**config.mk**
```make
export PLATFORM = sky130hd
export DESIGN_NAME = wg_write_guard
export DESIGN_NICKNAME = d
export VERILOG_FILES = /design/src/rtl/wg_pkg.sv /design/src/rtl/wg_region_check.sv /design/src/rtl/wg_page_buffer.sv /design/src/rtl/wg_cycle_timer.sv /design/src/rtl/wg_array_ram.sv /design/src/rtl/wg_write_guard.sv
export SDC_FILE = /design/constraint.sdc
export NUM_CORES = 2
export LEC_CHECK = 0
export BUFFER_PORTS_ARGS = -buffer_cell sky130_fd_sc_hd__buf_2
export CAP_MARGIN = 20
export CORE_MARGIN = 2
export CORE_UTILIZATION = 40
export CTS_CLUSTER_SIZE = 8
export DETAILED_ROUTE_END_ITERATION = 7
export HOLD_SLACK_MARGIN = 0.12
export PLACE_DENSITY = 0.61
export SYNTH_ARGS = -nofsm -noshare
export SYNTH_HDL_FRONTEND = slang
export SYNTH_SLANG_ARGS = --single-unit
```
**constraint.sdc**
```tcl
create_clock -name clk_i -period 4.8 [get_ports clk_i]
set_input_delay 0.72 -clock clk_i [delete_from_list [all_inputs] [get_ports clk_i]]
set_output_delay 0.72 -clock clk_i [all_outputs]
set_load 0.1 [all_outputs]
```
**src/rtl/wg_pkg.sv**
```systemverilog
package wg_pkg;

    typedef enum logic [1:0] {
        ST_IDLE,
        ST_ARRAY_LOAD,
        ST_STATUS_LOAD,
        ST_PROGRAM
    } wg_state_e;

    localparam logic [7:0] STATUS_BUSY = 8'hFF;
    localparam int         PAGE_W      = 5;
    localparam int         PAGE_BYTES  = 1 << PAGE_W;

endpackage

```
**src/rtl/wg_region_check.sv**
```systemverilog
module wg_region_check #(
    parameter int ADDR_W = 8
) (
    input  logic [ADDR_W-1:0] addr_i,
    input  logic [1:0]        level_i,
    output logic              prot_o
);

    always_comb begin
        unique case (level_i)
            2'd0: prot_o = 1'b0;
            2'd1: prot_o = (addr_i[ADDR_W-1:ADDR_W-2] == 2'b11);
            2'd2: prot_o = addr_i[ADDR_W-1];
            2'd3: prot_o = 1'b1;
            default: prot_o = 1'b1;
        endcase
    end

endmodule

```
**src/rtl/wg_page_buffer.sv**
```systemverilog
module wg_page_buffer #(
    parameter int ADDR_W = 8,
    parameter int PAGE_W = 5,
    localparam int PAGE_BYTES = 1 << PAGE_W,
    localparam int BASE_W = ADDR_W - PAGE_W
) (
    input  logic                  clk_i,
    input  logic                  rst_ni,
    input  logic                  load_i,
    input  logic [ADDR_W-1:0]     addr_i,
    input  logic                  push_i,
    input  logic [7:0]            data_i,
    input  logic [PAGE_W-1:0]     rd_idx_i,
    output logic [BASE_W-1:0]     base_o,
    output logic [7:0]            data_o,
    output logic [PAGE_BYTES-1:0] valid_o
);

    logic [7:0]        slot_q [PAGE_BYTES];
    logic [PAGE_W-1:0] offs_q;

    always_ff @(posedge clk_i or negedge rst_ni) begin
        if (!rst_ni) begin
            offs_q  <= '0;
            base_o  <= '0;
            valid_o <= '0;
        end else if (load_i) begin
            offs_q  <= addr_i[PAGE_W-1:0];
            base_o  <= addr_i[ADDR_W-1:PAGE_W];
            valid_o <= '0;
        end else if (push_i) begin
            offs_q          <= offs_q + 1'b1;
            valid_o[offs_q] <= 1'b1;
        end
    end

    always_ff @(posedge clk_i) begin
        if (push_i && !load_i) begin
            slot_q[offs_q] <= data_i;
        end
    end

    assign data_o = slot_q[rd_idx_i];

endmodule

```
**src/rtl/wg_cycle_timer.sv**
```systemverilog
module wg_cycle_timer #(
    parameter int CYCLE_LEN = 40,
    localparam int CNT_W = $clog2(CYCLE_LEN + 1)
) (
    input  logic             clk_i,
    input  logic             rst_ni,
    input  logic             run_i,
    output logic [CNT_W-1:0] count_o,
    output logic             done_o
);

    always_ff @(posedge clk_i or negedge rst_ni) begin
        if (!rst_ni) begin
            count_o <= '0;
        end else if (run_i) begin
            count_o <= count_o + 1'b1;
        end else begin
            count_o <= '0;
        end
    end

    assign done_o = run_i && (count_o == CNT_W'(CYCLE_LEN - 1));

endmodule

```
**src/rtl/wg_array_ram.sv**
```systemverilog
module wg_array_ram #(
    parameter int ADDR_W = 8,
    localparam int DEPTH = 1 << ADDR_W
) (
    input  logic              clk_i,
    input  logic              we_i,
    input  logic [ADDR_W-1:0] waddr_i,
    input  logic [7:0]        wdata_i,
    input  logic [ADDR_W-1:0] raddr_i,
    output logic [7:0]        rdata_o
);

    logic [7:0] cell_q [DEPTH];

    always_ff @(posedge clk_i) begin
        if (we_i) begin
            cell_q[waddr_i] <= wdata_i;
        end
        rdata_o <= cell_q[raddr_i];
    end

endmodule

```
**src/rtl/wg_write_guard.sv**
```systemverilog
module wg_write_guard
    import wg_pkg::*;
#(
    parameter int ADDR_W    = 8,
    parameter int CYCLE_LEN = 40
) (
    input  logic              clk_i,
    input  logic              rst_ni,
    input  logic              wp_ni,
    input  logic              wen_set_i,
    input  logic              wen_clr_i,
    input  logic              sr_wr_i,
    input  logic [7:0]        sr_data_i,
    input  logic              page_start_i,
    input  logic [ADDR_W-1:0] page_addr_i,
    input  logic              byte_push_i,
    input  logic [7:0]        byte_data_i,
    input  logic              commit_i,
    input  logic [ADDR_W-1:0] rd_addr_i,
    output logic [7:0]        rd_data_o,
    output logic [7:0]        status_o,
    output logic              busy_o
);

    localparam int BASE_W = ADDR_W - PAGE_W;
    localparam int CNT_W  = $clog2(CYCLE_LEN + 1);

    wg_state_e state_q, state_d;

    logic                  wen_q;
    logic                  wpen_q;
    logic [1:0]            bp_q;
    logic                  new_wpen_q;
    logic [1:0]            new_bp_q;
    logic                  prog_status_q;
    logic [PAGE_BYTES-1:0] keep_q;
    logic [PAGE_BYTES-1:0] keep_d;

    logic [BASE_W-1:0]     page_base;
    logic [7:0]            page_byte;
    logic [PAGE_BYTES-1:0] page_valid;
    logic [CNT_W-1:0]      cyc_count;
    logic                  cyc_done;

    logic                  hw_prot;
    logic                  open_array, open_status, status_cancel;
    logic                  commit_array, commit_status;
    logic                  start_array, start_status, empty_commit;
    logic                  in_idle;

    logic [PAGE_W-1:0]     prog_idx;
    logic                  prog_we;
    logic [ADDR_W-1:0]     prog_addr;

    // ---------------- event decode ----------------
    assign hw_prot       = !wp_ni && wpen_q;
    assign in_idle       = (state_q == ST_IDLE);
    assign open_array    = in_idle && page_start_i;
    assign open_status   = in_idle && !page_start_i && sr_wr_i && !hw_prot;
    assign status_cancel = (state_q == ST_STATUS_LOAD) && hw_prot;
    assign commit_array  = (state_q == ST_ARRAY_LOAD) && commit_i;
    assign commit_status = (state_q == ST_STATUS_LOAD) && commit_i && !hw_prot;
    assign start_array   = commit_array && wen_q && (|keep_d);
    assign empty_commit  = commit_array && wen_q && !(|keep_d);
    assign start_status  = commit_status && wen_q;

    // ---------------- per-byte protection ----------------
    for (genvar g = 0; g < PAGE_BYTES; g++) begin : g_slot
        logic slot_prot;
        wg_region_check #(.ADDR_W(ADDR_W)) i_region (
            .addr_i  ({page_base, PAGE_W'(g)}),
            .level_i (bp_q),
            .prot_o  (slot_prot)
        );
        assign keep_d[g] = page_valid[g] && !slot_prot;
    end

    // ---------------- submodules ----------------
    wg_page_buffer #(.ADDR_W(ADDR_W), .PAGE_W(PAGE_W)) i_page (
        .clk_i    (clk_i),
        .rst_ni   (rst_ni),
        .load_i   (open_array),
        .addr_i   (page_addr_i),
        .push_i   (byte_push_i && (state_q == ST_ARRAY_LOAD)),
        .data_i   (byte_data_i),
        .rd_idx_i (prog_idx),
        .base_o   (page_base),
        .data_o   (page_byte),
        .valid_o  (page_valid)
    );

    wg_cycle_timer #(.CYCLE_LEN(CYCLE_LEN)) i_timer (
        .clk_i   (clk_i),
        .rst_ni  (rst_ni),
        .run_i   (state_q == ST_PROGRAM),
        .count_o (cyc_count),
        .done_o  (cyc_done)
    );

    assign prog_idx  = cyc_count[PAGE_W-1:0];
    assign prog_addr = {page_base, prog_idx};
    assign prog_we   = (state_q == ST_PROGRAM) && !prog_status_q &&
                       (cyc_count < CNT_W'(PAGE_BYTES)) && keep_q[prog_idx];

    wg_array_ram #(.ADDR_W(ADDR_W)) i_ram (
        .clk_i   (clk_i),
        .we_i    (prog_we),
        .waddr_i (prog_addr),
        .wdata_i (page_byte),
        .raddr_i (rd_addr_i),
        .rdata_o (rd_data_o)
    );

    // ---------------- state register ----------------
    always_ff @(posedge clk_i or negedge rst_ni) begin
        if (!rst_ni) begin
            state_q <= ST_IDLE;
        end else begin
            state_q <= state_d;
        end
    end

    // ---------------- next state ----------------
    always_comb begin
        state_d = state_q;
        unique case (state_q)
            ST_IDLE: begin
                if (open_array) begin
                    state_d = ST_ARRAY_LOAD;
                end else if (open_status) begin
                    state_d = ST_STATUS_LOAD;
                end
            end
            ST_ARRAY_LOAD: begin
                if (start_array) begin
                    state_d = ST_PROGRAM;
                end else if (commit_array) begin
                    state_d = ST_IDLE;
                end
            end
            ST_STATUS_LOAD: begin
                if (status_cancel) begin
                    state_d = ST_IDLE;
                end else if (start_status) begin
                    state_d = ST_PROGRAM;
                end else if (commit_status) begin
                    state_d = ST_IDLE;
                end
            end
            ST_PROGRAM: begin
                if (cyc_done) begin
                    state_d = ST_IDLE;
                end
            end
            default: state_d = ST_IDLE;
        endcase
    end

    // ---------------- protection settings and latch ----------------
    always_ff @(posedge clk_i or negedge rst_ni) begin
        if (!rst_ni) begin
            wen_q         <= 1'b0;
            wpen_q        <= 1'b0;
            bp_q          <= 2'b00;
            new_wpen_q    <= 1'b0;
            new_bp_q      <= 2'b00;
            prog_status_q <= 1'b0;
            keep_q        <= '0;
        end else begin
            if (cyc_done || empty_commit) begin
                wen_q <= 1'b0;
            end else if (in_idle && wen_clr_i) begin
                wen_q <= 1'b0;
            end else if (in_idle && wen_set_i) begin
                wen_q <= 1'b1;
            end

            if (open_status) begin
                new_wpen_q <= sr_data_i[7];
                new_bp_q   <= sr_data_i[3:2];
            end

            if (start_array) begin
                keep_q        <= keep_d;
                prog_status_q <= 1'b0;
            end else if (start_status) begin
                keep_q        <= '0;
                prog_status_q <= 1'b1;
            end

            if (cyc_done && prog_status_q) begin
                wpen_q <= new_wpen_q;
                bp_q   <= new_bp_q;
            end
        end
    end

    // ---------------- outputs ----------------
    always_comb begin
        busy_o = (state_q == ST_PROGRAM);
        if (busy_o) begin
            status_o = STATUS_BUSY;
        end else begin
            status_o = {wpen_q, 3'b000, bp_q, wen_q, 1'b0};
        end
    end

endmodule

```
==> impl_metrics.ini <==
[worst_setup_path]
critPathCaptureType = flop
required_ps = 5370
r2r_cells = 5
cp_slowest_cell = dfrtp_4
criticalPathCategory = flop to flop
startpoint_type = flop
arrival_ps = 4470
reg2reg_from = i_timer.count_o[0]
r2r_slack_ps = 890
reg2reg_to = i_ram.cell_q[159][3]
crit_top_cell = buf_12
critical_path.max_stage_delay_ps = 720
critical_path.cell_chain = buf_12, mux4_1, mux4_2, mux2_8, buf_12
critPathMaxFanout = 113

[cts]
tritoncts = done
clock-sinks = 2400
clockRootBuffer = clkbuf_16
cts_buffer_depth = 4
h-tree-depth = 5
cts_resized = 0
clock_latency_ps = 940
path_clk_slew_ps = 50
cts_inserted_buffers = 351

[routing]
drt_iter0_drc = 5132
wl_met1_um = 96050
ant_nets = 0
vias = 46602
first_pass_iters = 6
totalWireLength_um = 229300
wl_met2_um = 109200
wl_per_cell_um = 28.31
via_per_inst = 5.755
drc = 0
top_layer_used = met4
met3_length_um = 17900

[die]
fp.dieH_um = 489.7
num_rows = 178
die_w_um = 489.7
coreArea_um2 = 235000
ioPinCount = 58
initial_core_util = 0.4015
die-area_um2 = 239800

[yosys]
async_flop_share = 0.03667
syn_inst = 4486
synth-edff-count = 2304
ys.flop_type = edfxtp_1
yosys_warnings = 0
synthesis.nets = 4535
yosys_register_bits = 2400
syn-cell-area_um2 = 94350
ys_seq_area_frac = 0.7584
syn_avg_cell_area_um2 = 21.03
synth_cell_types = 82

[timing]
worst-slew-pin-transition_ps = 1135
grt_setup_unrepaired = false
max-slew-margin-rel = 0.2403
maxSlewViolCount = 0
finalCriticalPeriod_ps = 3909
fin_worst_skew_ps = 96.92
hold_viol_final = 0
final_min_period_over_clock_period = 0.8144
fmax_ghz = 0.2558
finalSetupViolations = 0
fin_setup_tns_ps = 0

[pwr]
ir_worst_vdd_v = 0.0006067
p_sw_frac = 0.2325
p_total_mw = 50.84
power_density_nw_per_um2 = 469.6
p_comb_frac = 0.093
switching_power_mw = 11.82
clkPwrFrac = 0.423
p_seq_frac = 0.484
leakage_nw = 34.61
cell_internal_pwr_mw = 39.02

[cells_and_area]
drive_gt1_frac = 0.2385
stdcell_area_um2 = 108300
area_delta_synth_final_pct = 14.76
layout.nets = 4917
n_antenna_cell = 0

[place]
post_dp_cell_area_um2 = 98690
routabilityCongestion = 0.8249
port_buffers = 52
dp_hpwl_um = 140000

[global_routing]
grt_overflow = 0
antenna_found_initial = 7
grt_use_total = 0.1909
grt_max_degree = 145
grt_pass1_vias = 47237
grt_pass1_wl_um = 332800

[hold_path]
hold_path_class = input port to asynchronous set/reset pin

[flow_run]
drv_cap = 0

[status]
status = finished clean
[layout make-up]
type | instances | area (µm²)
repair buffers | 291 | 2591
well taps | 3150 | 3941
flip-flops and latches | 2400 | 71550
clock inverters | 6 | 67.56
fillers | 19405 | 126700
multi-input cells | 1807 | 20750
inverters | 17 | 63.81
clock buffers | 427 | 9303
[registers in the layout, summed over array words and instances (netlist names)]
register,flops
new_bp_q,2
i_page.slot_q,256
i_timer.count_o,6
i_page.offs_q,5
bp_q,2
i_ram.rdata_o,8
i_page.valid_o,32
i_page.base_o,3
prog_status_q,1
i_ram.cell_q,2048
new_wpen_q,1
wen_q,1
keep_q,32
state_q,2
wpen_q,1
[critical path: cells and delay by family (launching register included)]
kind,cells,cell delay [ps]
muxes,3,1670
DFF,1,720
buffers and inverters,2,850
[synthesized netlist by cell type (5+ instances only)]
| library cell | number | share of area |
|---|---|---|
| o22ai_1 | 39 | 0.0026 |
| dfrtp_1 | 88 | 0.023 |
| a22o_1 | 31 | 0.0029 |
| nand2_1 | 140 | 0.0056 |
| nand3_1 | 33 | 0.0018 |
| mux4_2 | 454 | 0.11 |
| buf_4 | 41 | 0.0033 |
| and2_1 | 10 | 0.00066 |
| o31ai_1 | 9 | 0.00072 |
| buf_12 | 10 | 0.0021 |
| a221oi_1 | 37 | 0.0034 |
| ha_1 | 8 | 0.0011 |
| xor2_1 | 5 | 0.00046 |
| o32ai_1 | 7 | 0.00065 |
| nor2b_1 | 10 | 0.00066 |
| a211oi_1 | 30 | 0.0024 |
| a22oi_1 | 69 | 0.0055 |
| o221ai_1 | 42 | 0.0039 |
| buf_2 | 48 | 0.0025 |
| mux4_1 | 92 | 0.026 |
| nand2_2 | 6 | 0.00040 |
| edfxtp_1 | 2304 | 0.73 |
| nor4_1 | 21 | 0.0014 |
| or3b_2 | 5 | 0.00046 |
| a21oi_1 | 62 | 0.0033 |
| mux2_2 | 29 | 0.0035 |
| or2_2 | 6 | 0.00040 |
| buf_6 | 38 | 0.0045 |
| dfxtp_1 | 8 | 0.0017 |
| buf_1 | 6 | 0.00024 |
| mux2i_1 | 142 | 0.015 |
| clkbuf_8 | 28 | 0.0041 |
| nor2_1 | 329 | 0.013 |
| nand4_1 | 7 | 0.00046 |
| a31oi_1 | 6 | 0.00040 |
| buf_8 | 17 | 0.0027 |
| clkbuf_1 | 69 | 0.0027 |
| nand2b_1 | 13 | 0.00086 |
| o21ai_0 | 54 | 0.0029 |
| nor3_1 | 5 | 0.00027 |
| o21a_1 | 33 | 0.0026 |
| inv_1 | 16 | 0.00064 |
[placed cells by master (no fill, tap or decap), types with 13 or more instances in the layout]
cell           synthesis  layout
mux2_2                29      21
mux2i_1              142     142
edfxtp_1            2304    2304
nor4_1                21      21
nand3_1               33      33
o21a_1                33      33
buf_12                10      35
a21oi_1               62      62
o22ai_1               39      39
nor2_1               329     327
a221oi_1              37      37
o21ai_0               54      54
dfrtp_1               88      86
o221ai_1              42      42
mux4_2               454     454
clkbuf_16              0     362
a22o_1                31      31
buf_2                 48      47
buf_4                 41     188
nand2_1              140     139
dlygate4sd3_1          0      13
a22oi_1               69      69
inv_1                 16      16
a211oi_1              30      30
mux4_1                92      92
clkbuf_1              69      65
[power groups by stage]
stage | combinational [mW] | sequential [mW] | clock (mW)
after floorplan | 2.89 | 25.1 | 0
after global placement | 4.63 | 25.0 | 0
after detailed placement | 4.77 | 25.0 | 0
after CTS | 4.78 | 24.6 | 21.9
after global routing | 5.04 | 24.6 | 22.7
final | 4.74 | 24.6 | 21.5
[logic make-up after synthesis]
kind of cell             Yosys count  share of synthesized area
flip-flops                      2400                     0.7584
AO/OA/AOI/OAI                    455                    0.03488
AND/OR/NAND/NOR                  619                    0.02886
adder cells (fa/ha/maj)            8                   0.001061
buffers and inverters            279                    0.02341
multiplexers                     718                     0.1528
XOR/XNOR                           7                  0.0006498
[through the flow]
stage / setup slack, ps / cells / util / hold WS [ps]
6_report: 890.8 / 8098 / 0.4608 / 201.8
5_1_grt: 763.5 / 8098 / 0.4608 / 192.1
4_1_cts: 901.4 / 8092 / 0.4605 / 145.8
3_5_place_dp: 856.0 / 7646 / 0.4200 / 484.5
3_3_place_gp: 805.7 / 7643 / 0.4199 / 483.2
2_1_floorplan: 966.1 / 4486 / - / 424.4
[how the worst max path moves through the flow]
stage,startpoint,cells past startpoint,end
after floorplan,i_timer.count_o[0],7,i_ram.cell_q[0][0]
final,i_timer.count_o[0],5,i_ram.cell_q[159][3]
after global routing,i_timer.count_o[0],5,i_ram.cell_q[15][1]
after CTS,i_timer.count_o[0],5,i_ram.cell_q[24][5]
after global placement,rd_addr_i[0],9,i_ram.rdata_o[0]
after detailed placement,rd_addr_i[0],8,i_ram.rdata_o[0]
[layer usage]
layer / up-vias / GRT usage
li1: 19416 / -
met2: 1993 / 0.3004
met5: - / 0
met1: 24770 / 0.2708
met3: 423 / 0.03817
met4: 0 / 0.05560
[what timing repair did]
item | CTS | global route
endpoints found under the hold margin | 100 | 0
hold buffers | 13 | 0
setup buffers | 0 | 0
Power figures use the tool's default switching activity.
